## config.mk

```make
export PLATFORM = sky130hd
export DESIGN_NAME = auxrep_seq
export DESIGN_NICKNAME = d
export VERILOG_FILES = /design/src/rtl/auxrep_pkg.sv /design/src/rtl/auxrep_decode.sv /design/src/rtl/auxrep_unpack.sv /design/src/rtl/auxrep_seq.sv
export SDC_FILE = /design/constraint.sdc
export NUM_CORES = 1
export LEC_CHECK = 0
export ABC_AREA = 1
export BUFFER_PORTS_ARGS = -buffer_cell sky130_fd_sc_hd__buf_2
export CAP_MARGIN = 20
export CORE_ASPECT_RATIO = 1.2
export CORE_MARGIN = 10
export CORE_UTILIZATION = 25
export DETAILED_ROUTE_END_ITERATION = 8
export PLACE_DENSITY_LB_ADDON = 0.25
export SYNTH_ARGS = -nofsm -noshare
export SYNTH_HDL_FRONTEND = slang
export SYNTH_SLANG_ARGS = --single-unit
```

## constraint.sdc

```tcl
create_clock -name clk -period 2.5 [get_ports clk]
set_input_delay 0.375 -clock clk [delete_from_list [all_inputs] [get_ports clk]]
set_output_delay 0.375 -clock clk [all_outputs]
set_load 0.02 [all_outputs]
```

## src/rtl/auxrep_pkg.sv

```systemverilog
package auxrep_pkg;
    typedef enum logic [2:0] {
        RES_OK   = 3'd0,
        RES_DISC = 3'd1,
        RES_TMO  = 3'd2,
        RES_INV  = 3'd3,
        RES_OVF  = 3'd4
    } res_e;

    typedef enum logic [2:0] {
        S_IDLE, S_ISSUE, S_WAIT, S_DECIDE, S_GAP, S_FINISH
    } state_e;
endpackage

```

## src/rtl/auxrep_decode.sv

```systemverilog
module auxrep_decode
    import auxrep_pkg::*;
#(
    parameter int CNT_W = 5
) (
    input  logic             hpd,
    input  logic             tmo_any,
    input  logic [3:0]       rx_err,
    input  logic [CNT_W-1:0] rx_count,
    input  logic [CNT_W-1:0] buf_size,
    input  logic [3:0]       hi_nib,
    output res_e             res,
    output logic [3:0]       reply,
    output logic [CNT_W-1:0] dcount
);
    logic [CNT_W-1:0] payload;
    assign payload = rx_count - CNT_W'(1);

    always_comb begin
        res    = RES_OK;
        reply  = 4'd0;
        dcount = '0;
        if (hpd) begin
            res = RES_DISC;
        end else if (tmo_any) begin
            res = RES_TMO;
        end else if (|rx_err) begin
            res = RES_INV;
        end else if (rx_count == '0) begin
            res = RES_INV;
        end else begin
            reply = hi_nib;
            if (hi_nib == 4'd0) begin
                if (payload > buf_size) res = RES_OVF;
                else                    dcount = payload;
            end
        end
    end
endmodule

```

## src/rtl/auxrep_unpack.sv

```systemverilog
module auxrep_unpack #(
    parameter int NB    = 16,
    parameter int CNT_W = 5
) (
    input  logic [NB*8-1:0]  raw,
    input  logic [CNT_W-1:0] dcount,
    output logic [NB*8-1:0]  data
);
    for (genvar g = 0; g < NB; g++) begin : g_byte
        assign data[g*8 +: 8] = (CNT_W'(g) < dcount) ? raw[g*8 +: 8] : 8'h00;
    end
endmodule

```

## src/rtl/auxrep_seq.sv

```systemverilog
module auxrep_seq
    import auxrep_pkg::*;
#(
    parameter int MAX_BYTES = 17,
    parameter int TMO_W     = 16,
    parameter int RETRIES   = 7,
    parameter int GAP_CYC   = 8,
    localparam int CNT_W    = $clog2(MAX_BYTES + 1),
    localparam int NB       = MAX_BYTES - 1,
    localparam int ATT_W    = $clog2(RETRIES + 1),
    localparam int GAP_W    = $clog2(GAP_CYC + 1)
) (
    input  logic                   clk,
    input  logic                   rst_n,
    input  logic                   start,
    input  logic [CNT_W-1:0]       buf_size,
    input  logic [TMO_W-1:0]       tmo_limit,
    input  logic                   done,
    input  logic                   hpd_lost,
    input  logic                   tmo_state,
    input  logic                   tmo_flag,
    input  logic                   err_stop,
    input  logic                   err_nodet,
    input  logic                   err_high,
    input  logic                   err_low,
    input  logic                   err_mincnt,
    input  logic [CNT_W-1:0]       rx_count,
    input  logic [MAX_BYTES*8-1:0] rx_bytes,
    output logic                   launch,
    output logic                   busy,
    output logic                   res_valid,
    output logic [2:0]             result,
    output logic [3:0]             reply_code,
    output logic [CNT_W-1:0]       data_count,
    output logic [NB*8-1:0]        data_out,
    output logic                   xfer_done,
    output logic                   xfer_ok,
    output logic                   xfer_fail
);
    state_e           st, st_n;
    logic [TMO_W-1:0] timer;
    logic [GAP_W-1:0] gap_cnt;
    logic [ATT_W-1:0] att_cnt;
    logic             in_wait, expire, capture, success, last_try;

    res_e             dec_res;
    logic [3:0]       dec_reply;
    logic [CNT_W-1:0] dec_count;
    logic [NB*8-1:0]  dec_data;
    res_e             res_q;

    // The minimum-count flag is deliberately not routed into the decoder.
    auxrep_decode #(.CNT_W(CNT_W)) u_decode (
        .hpd      (hpd_lost),
        .tmo_any  (tmo_state | tmo_flag),
        .rx_err   ({err_stop, err_nodet, err_high, err_low}),
        .rx_count (rx_count),
        .buf_size (buf_size),
        .hi_nib   (rx_bytes[7:4]),
        .res      (dec_res),
        .reply    (dec_reply),
        .dcount   (dec_count)
    );

    auxrep_unpack #(.NB(NB), .CNT_W(CNT_W)) u_unpack (
        .raw    (rx_bytes[MAX_BYTES*8-1:8]),
        .dcount (dec_count),
        .data   (dec_data)
    );

    assign in_wait  = (st == S_WAIT);
    assign expire   = in_wait && !done && (timer == tmo_limit);
    assign capture  = in_wait && (done || expire);
    assign success  = (res_q == RES_OK) && (reply_code == 4'd0);
    assign last_try = (att_cnt == ATT_W'(RETRIES - 1));

    always_comb begin
        st_n = st;
        unique case (st)
            S_IDLE:   if (start) st_n = S_ISSUE;
            S_ISSUE:  st_n = S_WAIT;
            S_WAIT:   if (capture) st_n = S_DECIDE;
            S_DECIDE: st_n = (success || last_try) ? S_FINISH : S_GAP;
            S_GAP:    if (gap_cnt == GAP_W'(GAP_CYC - 1)) st_n = S_ISSUE;
            S_FINISH: st_n = S_IDLE;
            default:  st_n = S_IDLE;
        endcase
    end

    always_ff @(posedge clk or negedge rst_n) begin
        if (!rst_n) st <= S_IDLE;
        else        st <= st_n;
    end

    always_ff @(posedge clk or negedge rst_n) begin
        if (!rst_n) begin
            timer      <= '0;
            gap_cnt    <= '0;
            att_cnt    <= '0;
            res_q      <= RES_OK;
            reply_code <= 4'd0;
            data_count <= '0;
            data_out   <= '0;
            xfer_ok    <= 1'b0;
            xfer_fail  <= 1'b0;
        end else begin
            unique case (st)
                S_IDLE: begin
                    if (start) begin
                        att_cnt   <= '0;
                        xfer_ok   <= 1'b0;
                        xfer_fail <= 1'b0;
                    end
                end
                S_ISSUE: begin
                    timer <= TMO_W'(1);
                end
                S_WAIT: begin
                    timer <= timer + TMO_W'(1);
                    if (done) begin
                        res_q      <= dec_res;
                        reply_code <= dec_reply;
                        data_count <= dec_count;
                        data_out   <= dec_data;
                    end else if (expire) begin
                        res_q      <= RES_TMO;
                        reply_code <= 4'd0;
                        data_count <= '0;
                        data_out   <= '0;
                    end
                end
                S_DECIDE: begin
                    gap_cnt <= '0;
                    if (success)       xfer_ok   <= 1'b1;
                    else if (last_try) xfer_fail <= 1'b1;
                end
                S_GAP: begin
                    gap_cnt <= gap_cnt + GAP_W'(1);
                    if (gap_cnt == GAP_W'(GAP_CYC - 1)) att_cnt <= att_cnt + ATT_W'(1);
                end
                S_FINISH: begin
                end
                default: begin
                end
            endcase
        end
    end

    assign result    = res_q;
    assign launch    = (st == S_ISSUE);
    assign busy      = (st != S_IDLE);
    assign res_valid = (st == S_DECIDE);
    assign xfer_done = (st == S_FINISH);
endmodule

```

==> results of run 1 <==
-- power groups by stage --
stage / combinational, mW / sequential (mW) / clock [mW]
6_report: 1.46 / 2.92 / 2.81
5_1_grt: 1.64 / 2.93 / 3.01
3_3_place_gp: 1.47 / 2.97 / 0
4_1_cts: 1.49 / 2.92 / 2.92
3_5_place_dp: 1.48 / 2.97 / 0
2_1_floorplan: 0.832 / 2.99 / 0
-- per-stage QoR --
stage | setup slack [ns] | instance area (um^2) | hold slack (ns) | power (mW)
final | 0.189 | 10900 | 0.145 | 7.18
after global routing | -0.000283 | 10900 | 0.137 | 7.59
after CTS | 0.0838 | 10800 | 0.124 | 7.33
after detailed placement | -0.371 | 10200 | 0.410 | 4.45
after global placement | -0.331 | 10200 | 0.409 | 4.44
after floorplan | -0.00460 | 7840 | 0.0794 | 3.82
-- routing by layer --
| layer | routed length, um | global-route usage [%] |
|---|---|---|
| met5 | 27 | 0 |
| met2 | 14600 | 24.4 |
| met3 | 2070 | 4.91 |
| met4 | 376 | 4.16 |
| met1 | 11400 | 16.5 |
-- repair_timing --
item | 4_1_cts | 5_1_grt
gates resized for setup | 0 | 9
hold endpoints to repair | 53 | 0
hold buffers | 1 | 0
setup buffers | 0 | 4
endpoints found under the setup margin | 0 | 108
-- registers in the layout (all words and copies together), names as in the netlist --
signal,count
result,3
st,3
data_count,5
reply_code,4
gap_cnt,4
xfer_ok,1
xfer_fail,1
timer,16
data_out,128
att_cnt,3
-- layout make-up --
class / count / area share [%]
flip-flops and latches: 168 / 38.7
well taps: 396 / 4.56
inverters: 78 / 2.69
clock inverters: 9 / 1.38
diodes: 4 / 0.0921
multi-input cells: 675 / 29.4
clock buffers: 20 / 4.20
repair buffers: 366 / 19.0
-- placed cells by master, fill, tap and decap left out, types with 5 or more instances in the layout --
master and count:
nand3_1 123, buf_12 7, a21oi_1 15, ha_1 9, inv_1 73, nand4_1 13, buf_2 313, xnor2_1 13
clkbuf_16 17, nand2_2 5, nand2_1 360, nor3_1 10, nor2_1 56, dfrtp_1 168, nand3b_1 16, o21ai_0 15
inv_2 5, buf_4 43
-- worst max-delay path by stage --
stage                               endpoint  slack [ns]        start  cells past startpoint
floorplan           data_out[64]$_DFFE_PN0P_      -0.005  rx_count[0]                     16
global placement    data_out[51]$_DFFE_PN0P_       -0.33  rx_count[0]                     20
detailed placement  data_out[53]$_DFFE_PN0P_       -0.37  rx_count[0]                     17
CTS                 data_out[53]$_DFFE_PN0P_        0.08  rx_count[0]                     18
global route        data_out[91]$_DFFE_PN0P_     -0.0003  rx_count[0]                     19
finish              data_out[89]$_DFFE_PN0P_        0.19  rx_count[0]                     19
-- logic make-up (layout without fill, tap and decap cells) --
logic type                 count (synthesis)  in the layout  synth area share, %
and+or+nand+nor                          599            599                 32.8
AOI/OAI and AO/OA                         48             49                 3.82
muxes                                      1              1                0.128
adders and majority gates                 10             10                 1.60
buffers and inverters                    112            473                 6.13
other                                      0              4                    0
DFF                                      168            168                 53.8
xor gates and xnor gates                  16             16                 1.79
-- worst max-delay path: stages --
cell	delay [ns]
buf_2	0.11
inv_1	0.10
ha_4	0.15
nand3_1	0.11
and2_4	0.18
inv_1	0.07
ha_1	0.25
nand2_2	0.08
nor2_2	0.04
nand2_1	0.06
nand3_1	0.08
nand2_2	0.13
nand2_1	0.09
inv_2	0.15
nand2_2	0.09
buf_4	0.15
nand2_1	0.26
nand4_1	0.14
nand2_1	0.08
==> metrics, run 1 <==
Layout Nets=1490; hpwl dp=21500 um; period utilization=92.5%; Switching Share=30.2%; Antenna Nets Post-Route=0; DRT iter0 DRCs=392; register share of total power=40.7%; Core Region=0.0307 mm^2; Reg2Reg Capture Point=data_out[8]$_DFFE_PN0P_; post-synth top area share=53.8%; clock skew=0.0190 ns; number of synthesized flops with an enable pin=0; r2r setup slk=0.48 ns; CTS H-tree lvls=4; Max Cap Viol=0; synth top area cells=dfrtp_1 (54%), nand2_1 (17%), nand3_1 (7.9%), inv_1 (3.6%), nor2_1 (2.8%); Post-synth top cells=nand2_1 (364), dfrtp_1 (168), nand3_1 (124), inv_1 (74), nor2_1 (58); DRC Markers=0; worst skew pair latency=0.44 ns; first-pass GRT wire length=43500 um; # port buffers=314; Vias/cell=4.38; kind of critical path=input pin to flip-flop; Clk pwr share=39.0%; post-synth cell types=38; Slew HR=58.0%; Psw=2.17 mW; Final Max Slew Viols=0; vias in the first global route=7535; Internal=5.01 mW; WL/cell=16.6 um; combinational share of power=20.3%; final setup TNS=0 ns; Critical Path Source Type=input pin; Post-synth ARST share=100%; die height=214 um; Sink Count=168; final setup fails=0; Hold Crit Depth=3; via count=7512; worst vdd ir=0.000346 V; Die Area=0.0388 mm^2; sequential fraction of the synthesis area=53.8%; Slew @ Worst Pin=0.626 ns; CTS root buffer=clkbuf_16; Initial Utilization=25.5%; Final Non-Filler Cells=1716; Yosys reg bits=168; r2r startpoint=st[2]$_DFFE_PN0P_; Syn Nets=1138; GPL Wtd Cong=0.802; TritonCTS clock tree=yes; Setup crit end kind=flip-flop; IO Pins=320; chip width=181 um; worst-path fanout max=8; largest net degree at the start of global routing=96; Synth Instances=954; final design utilization=35.5%; Area Overhead vs Synth=39.0%; Synth area leader=dfrtp_1; Multi-input gate area=0.00320 mm^2; routed wire length=28500 um; ratio of cells with drive above 1 in the final layout=32.0%; Inserted Clock Buffers=17; worst hold path class=input pin to flip-flop; Cell Area, Synth=0.00782 mm^2; synthesized area per cell=8.20 um^2; Clock Path Buffers=2; Fin. Hold Viols=0; HP Start=rx_bytes[129]; clock transition at the registers of the reported paths=0.07 ns; Fmax=433 MHz; Endpoint, Worst Hold=data_out[121]$_DFFE_PN0P_; DR pass1 iterations=5; Cells after DPL=1677; CP arrival=2.68 ns; Period minus WS final=2.31 ns; warnings from Yosys=0; GRT Util Overall=14.2%; top-count cell post-synth=nand2_1; LEAKAGE=6.40 nW; Std-Cell Rows=70; commonest register cell after synthesis=dfrtp_1; register area=0.00420 mm^2; Remaining Overflow, GRT=0; worst reg2reg path depth=7; Cell Pwr Density=661 mW/mm^2; status=finished clean; Critical Path RT=2.87 ns; filler instances=3269; initial antenna violation count=9
(Power assumes the default switching activity.)
==> run 2, diff against run 1 <==
- PLACE_DENSITY_LB_ADDON: 0.25 -> not set
- SETUP_SLACK_MARGIN: not set -> 0.02
==> metrics, run 2 (synthesis results as in run 1) <==
status=finished clean; die height=214 um (unchanged); CP arrival=2.60 ns (-0.08 ns); Pwr Total=6.97 mW (-3.0%); period utilization=91.4% (-1.0 points); LEAKAGE=6.38 nW (-0.40%); most frequent cells in the layout=nand2_1 (359), buf_2 (313), dfrtp_1 (168); r2r startpoint=st[2]$_DFFE_PN0P_; filler instances=3255 (-0.43%); most common cell after layout, fill and taps aside=nand2_1; ratio of cells with drive above 1 in the final layout=32.4% (+0.46 points); worst-path fanout max=16 (+8); Remaining Overflow, GRT=0 (unchanged); Layout Nets=1487 (-0.20%); CTS root buffer=clkbuf_16; Slew HR=57.7% (-0.31 points); IO Pins=320 (unchanged); Initial Utilization=25.5% (unchanged); Fmax=438 MHz (+1.1%); largest registers=data_out (128), timer (16), data_count (5); hpwl dp=21700 um (+0.91%); WL/cell=16.5 um (-0.66%); Critical Path Source Type=input pin; Area Overhead vs Synth=39.1% (about the same); Antenna Nets Post-Route=0 (unchanged); Inserted Clock Buffers=17 (unchanged); Hold Crit Depth=3 (unchanged); # port buffers=314 (unchanged); Setup crit end kind=flip-flop; clock transition at the registers of the reported paths=0.07 ns (about the same); initial antenna violation count=8 (-1); Sink Count=168 (unchanged); TritonCTS clock tree=yes; Multi-input gate area=0.00325 mm^2 (+1.5%); GPL Wtd Cong=0.824 (+2.8%); clock skew=0.0117 ns (-0.00722 ns); vias in the first global route=7707 (+2.3%); chip width=181 um (unchanged); final design utilization=35.5% (about the same); largest net degree at the start of global routing=92 (-4.2%); final setup fails=0 (unchanged); worst skew pair latency=0.44 ns (about the same); Max Cap Viol=0 (unchanged); r2r setup slk=0.45 ns (-0.03 ns); WHS=0.146 ns (+0.00140 ns); first-pass GRT wire length=43500 um (-0.11%); DRT iter0 DRCs=409 (+4.3%); Final Max Slew Viols=0 (unchanged); Std-Cell Rows=70 (unchanged); worst hold path class=input pin to flip-flop; GRT Util Overall=14.1% (-0.097 points); largest reg by FF count=data_out; Die Area=0.0388 mm^2 (unchanged); Slew @ Worst Pin=0.630 ns (+0.00454 ns); kind of critical path=input pin to flip-flop; Design Area, Final=0.0109 mm^2 (about the same); worst vdd ir=0.000421 V (+22%); HP Start=rx_bytes[133]; via count=7516 (+0.053%); routed wire length=28300 um (-0.66%); Area after DPL=0.0102 mm^2 (about the same); Endpoint, Worst Hold=data_out[125]$_DFFE_PN0P_; RSZ-0062 raised after global routing=false; Vias/cell=4.38 (about the same); Reg2Reg Capture Point=data_out[118]$_DFFE_PN0P_; DR pass1 iterations=7 (+2); CTS H-tree lvls=4 (unchanged); Clock Path Buffers=2 (unchanged); Cell Pwr Density=640 mW/mm^2 (-3.1%); Critical Path RT=2.82 ns (-0.05 ns); Fin. Hold Viols=0 (unchanged); Period minus WS final=2.29 ns (-0.0258 ns); worst reg2reg path depth=9 (+2); max FFs per register=128 (unchanged); DRC Markers=0 (unchanged); Core Region=0.0307 mm^2 (unchanged); register area=0.00420 mm^2 (unchanged)
-- run 2: cell count changes in the layout (fill, tap and decap cells not counted), sizes merged --
cell,change
buf,-3
bufinv,-3
clkinv,+4
clkinvlp,+2
-- run 2: area by class of cell --
class / count / area share [%]
Sequential cell: 168 / 38.6
Clock buffer: 20 / 4.20
Tap cell: 396 / 4.55
Multi-Input combinational cell: 675 / 29.9
Clock inverter: 12 / 0.943
Timing Repair Buffer: 363 / 19.0
Inverter: 78 / 2.71
Antenna cell: 4 / 0.0920
-- run 2: timing repair --
action | 4_1_cts | 5_1_grt
endpoints found under the hold margin | 46 | 0
resized for setup | 0 | 16
endpoints found under the setup margin | 0 | 104
hold buffers | 1 | 0
setup buffers | 0 | 4
-- run 2: metrics by stage --
| step | std cells | setup WS (ns) | TNS, ns |
|---|---|---|---|
| 2_1_floorplan | 954 | 0.0369 | 0 |
| 3_3_place_gp | 1674 | -0.287 | -24.82 |
| 3_5_place_dp | 1674 | -0.377 | -33.09 |
| 4_1_cts | 1707 | 0.0935 | 0 |
| 5_1_grt | 1713 | 0.0244 | 0 |
| 6_report | 1716 | 0.214 | 0 |
-- run 2: routing by layer --
| metal | global-route usage [%] | up-vias | routed length [um] | part of all wire, % |
|---|---|---|---|---|
| met3 | 4.97 | 32 | 2090 | 7.4 |
| li1 | - | 3748 | - | - |
| met4 | 4.61 | 10 | 465 | 1.6 |
| met1 | 15.8 | 3521 | 11200 | 40 |
| met2 | 24.7 | 205 | 14500 | 51 |
| met5 | 0 | - | 59 | 0.21 |
-- run 2: how the worst max path moves through the flow --
stage	slack, ns	start	endpoint	cells past startpoint
final	0.21	rx_count[0]	data_out[75]$_DFFE_PN0P_	19
after floorplan	0.04	rx_count[0]	data_out[80]$_DFFE_PN0P_	17
after global placement	-0.29	rx_count[0]	data_out[85]$_DFFE_PN0P_	18
after CTS	0.09	rx_count[0]	data_out[82]$_DFFE_PN0P_	18
after detailed placement	-0.38	rx_count[0]	data_out[82]$_DFFE_PN0P_	18
after global routing	0.02	rx_count[0]	data_out[20]$_DFFE_PN0P_	21
-- run 2: worst max-delay path, cell delays in order --
cell and delay (ns):
buf_2 0.10, inv_1 0.07, ha_2 0.20, nand2_1 0.06, nand2_1 0.06, and2_4 0.14
inv_2 0.04, ha_1 0.28, nand2_1 0.08, nor2_2 0.13, nand2_1 0.07, nand2_2 0.14
nand3_2 0.11, nor2_4 0.19, buf_4 0.17, a21oi_4 0.06, buf_12 0.18, nand3_1 0.07
nand2_1 0.07
-- run 2: where the power goes --
| part | internal [mW] | leakage (nW) | switching (mW) | total, mW |
|---|---|---|---|---|
| Sequential | 2.82 | 2.33 | 0.107 | 2.93 |
| Combinational | 0.506 | 3.78 | 0.971 | 1.48 |
| Clock | 1.42 | 0.268 | 1.14 | 2.56 |
==> run 3, diff against run 2 <==
- ABC_AREA: 1 -> not set
==> metrics, run 3 <==
Switching Share=31.0% (-0.88 points); Period minus WS final=2.40 ns (+0.112 ns); Clock Path Buffers=2 (unchanged); CP max stage delay=0.40 ns (+0.12 ns); LEAKAGE=5.53 nW (-13%); CP dominant cell by count=ha_4; vias in the first global route=6551 (-15%); Initial Utilization=25.3% (-0.17 points); post-synth cell types=66 (+74%); Clk pwr share=37.4% (+0.6 points); Post-synth ARST share=100% (unchanged); Critical Path RT=2.81 ns (about the same); Inserted Clock Buffers=17 (unchanged); worst vdd ir=0.000369 V (-12%); top-count cell post-synth=dfrtp_1; final setup fails=0 (unchanged); Max Cap Viol=0 (unchanged); Setup crit end kind=flip-flop; final design utilization=35.6% (+0.085 points); Slew HR=61.3% (+3.6 points); largest net degree at the start of global routing=66 (-28%); slowest library cell on the worst path=or3b_4; largest family of logic cells by synthesized area=compound AO/OA/AOI/OAI gates; Remaining Overflow, GRT=0 (unchanged); Yosys reg bits=168 (unchanged); Synth Instances=600 (-37%); clock transition at the registers of the reported paths=0.07 ns (about the same); TritonCTS clock tree=yes; setup ws final=0.102 ns (-0.112 ns); worst-path fanout max=10 (-6); routed wire length=25300 um (-11%); r2r setup slk=0.36 ns (-0.09 ns); post-synth top area share=55.9% (+2.1 points); Die Area=0.0375 mm^2 (-3.4%); ratio of cells with drive above 1 in the final layout=45.1% (+13 points); Cell Area, Synth=0.00753 mm^2 (-3.8%); Synth Area in XOR/XNOR=2.46% (+0.67 points); kind of critical path=input pin to flip-flop; synth top area cells=dfrtp_1 (56%), a22o_1 (15%), nor4_4 (3.4%), xnor2_1 (1.9%), ha_1 (1.7%); Critical Path Source Type=input pin; synthesized area per cell=12.5 um^2 (+53%); CTS root buffer=clkbuf_16; Cells after DPL=1318 (-21%); DRT iter0 DRCs=303 (-26%); Synth area leader=dfrtp_1; GRT Util Overall=13.1% (-1.0 points); Fmax=417 MHz (-4.7%); max FFs per register=128 (unchanged); DRC Markers=0 (unchanged); Internal=4.81 mW (+1.4%); number of synthesized flops with an enable pin=0 (unchanged); worst skew pair latency=0.43 ns (about the same); CTS H-tree lvls=4 (unchanged); cells along the critical path=buf_2 > inv_1 > ha_4 > or3b_4 > xnor2_4 > ha_4 > o211a_1 > o31ai_4 > a22oi_4 > buf_12 > nor4_4 > buf_4 > a22o_1; largest reg by FF count=data_out; Vias/cell=4.66 (+6.5%); DR pass1 iterations=5 (-2); CP arrival=2.71 ns (+0.11 ns); period utilization=95.9% (+4.5 points); largest registers=data_out (128), timer (16), data_count (5); Antenna Nets Post-Route=0 (unchanged); adder-cell share of the synthesized area=1.66% (+0.063 points); combinational share of power=21.0% (-0.2 points); WL/cell=18.7 um (+13%); most frequent cells in the layout=buf_2 (313), dfrtp_1 (168), a22o_1 (125); IO Pins=320 (unchanged); clock skew=0.0114 ns (-0.000341 ns); hpwl dp=19700 um (-9.4%); chip width=178 um (-1.7%); DP Worst Slack=-0.363 ns (+0.0138 ns); # port buffers=314 (unchanged); via count=6307 (-16%); Post-synth top cells=dfrtp_1 (168), a22o_1 (125), nand2_1 (30), inv_1 (28); GPL Wtd Cong=0.807 (-2.1%); worst hold path class=input pin to flip-flop; Layout Nets=1134 (-24%); warnings from Yosys=0 (unchanged); Post-Synth Simple-Gate Area=11.3% (-21 points); most common cell after layout, fill and taps aside=buf_2; Std-Cell Rows=69 (-1.4%); status=finished clean; sequential fraction of the synthesis area=55.9% (+2.1 points); Synth Area in Compound Gates=23.4% (+20 points); Final Max Slew Viols=0 (unchanged); Core Region=0.0297 mm^2 (-3.1%); Area Overhead vs Synth=40.4%; die height=210 um (-1.7%); Psw=2.16 mW (-2.7%); initial antenna violation count=2 (-6); commonest register cell after synthesis=dfrtp_1; register share of total power=41.6% (-0.4 points); RSZ-0062 raised after global routing=false; Sink Count=168 (unchanged); post-synthesis mux area share=1.76% (+1.6 points); Slew @ Worst Pin=0.581 ns (-0.0493 ns); first-pass GRT wire length=38400 um (-12%); Final Non-Filler Cells=1352 (-21%); Fin. Hold Viols=0 (unchanged); Syn Nets=784 (-31%); Cell Pwr Density=660 mW/mm^2 (+3.1%)
[run 3: changes by cell type in the layout (fill, tap and decap cells not counted), sizes merged, moves of 16 or more]
| cell | change |
|---|---|
| nand2 | -336 |
| a22o | +123 |
| nand3 | -117 |
| inv | -49 |
| nor2 | -38 |
| nand3b | -16 |
[run 3: worst max-delay path: cells and delay by family]
| kind | cells | cell delay [ns] |
|---|---|---|
| xor gates and xnor gates | 1 | 0.16 |
| and+or+nand+nor | 2 | 0.46 |
| adders and majority gates | 2 | 0.43 |
| buffers and inverters | 4 | 0.59 |
| AOI/OAI and AO/OA | 4 | 0.68 |
[run 3: final timing paths]
| path | start | to | cells after the start |
|---|---|---|---|
| worst max-delay path | rx_count[1] | data_out[124]$_DFFE_PN0P_ | 13 |
| worst min-delay path | rx_bytes[61] | data_out[53]$_DFFE_PN0P_ | 2 |
| worst max register to register | timer[4]$_DFFE_PN0P_ | data_out[70]$_DFFE_PN0P_ | 6 |
| worst min register to register | data_count[2]$_DFFE_PN0P_ | data_count[2]$_DFFE_PN0P_ | 1 |
| max in group asynchronous | rst_n | data_out[76]$_DFFE_PN0P_ | 3 |
| min in group asynchronous | rst_n | data_out[100]$_DFFE_PN0P_ | 2 |
[run 3: area by class of cell]
type | count | area, um^2
Clock inverter | 9 | 93.8
Tap cell | 390 | 488
Inverter | 28 | 108
Fill cell | 2986 | 19100
Multi-Input combinational cell | 373 | 3110
Clock buffer | 21 | 480
Timing Repair Buffer | 362 | 2080
Antenna cell | 1 | 2.50
Sequential cell | 168 | 4200
[run 3: what timing repair did]
item	CTS	global route
hold buffers	1	0
buffers inserted	0	2
endpoints found under the setup margin	0	49
resized for setup	0	1
hold endpoints to repair	55	0
[run 3: through the flow]
step	setup TNS, ns	power [mW]	hold WS [ns]	instance area, um^2
2_1_floorplan	-51.93	3.83	0.0794	7600
3_3_place_gp	-35.57	4.41	0.400	9960
3_5_place_dp	-41.98	4.43	0.406	9960
4_1_cts	0	7.09	0.131	10500
5_1_grt	0	7.36	0.137	10600
6_report	0	6.98	0.155	10600
[run 3: per-layer routing]
layer  global-route usage (%)  part of all wire, %
met2                     23.0                   53
met1                     15.4                   40
met5                        0                0.044
met3                     3.88                  6.6
met4                     2.65                 0.65
[run 3: power by group through the flow]
stage	combinational [mW]	sequential, mW	clock (mW)
after floorplan	0.871	2.96	0
after global placement	1.46	2.95	0
after detailed placement	1.48	2.95	0
after CTS	1.48	2.90	2.70
after global routing	1.63	2.92	2.82
final	1.46	2.90	2.61
[run 3: cell families after synthesis]
group	after synthesis
XOR/XNOR	19
multiplexers	13
AO/OA/AOI/OAI	210
buffers and inverters	59
flip-flops	168
AND/OR/NAND/NOR	121
adder cells (fa/ha/maj)	10
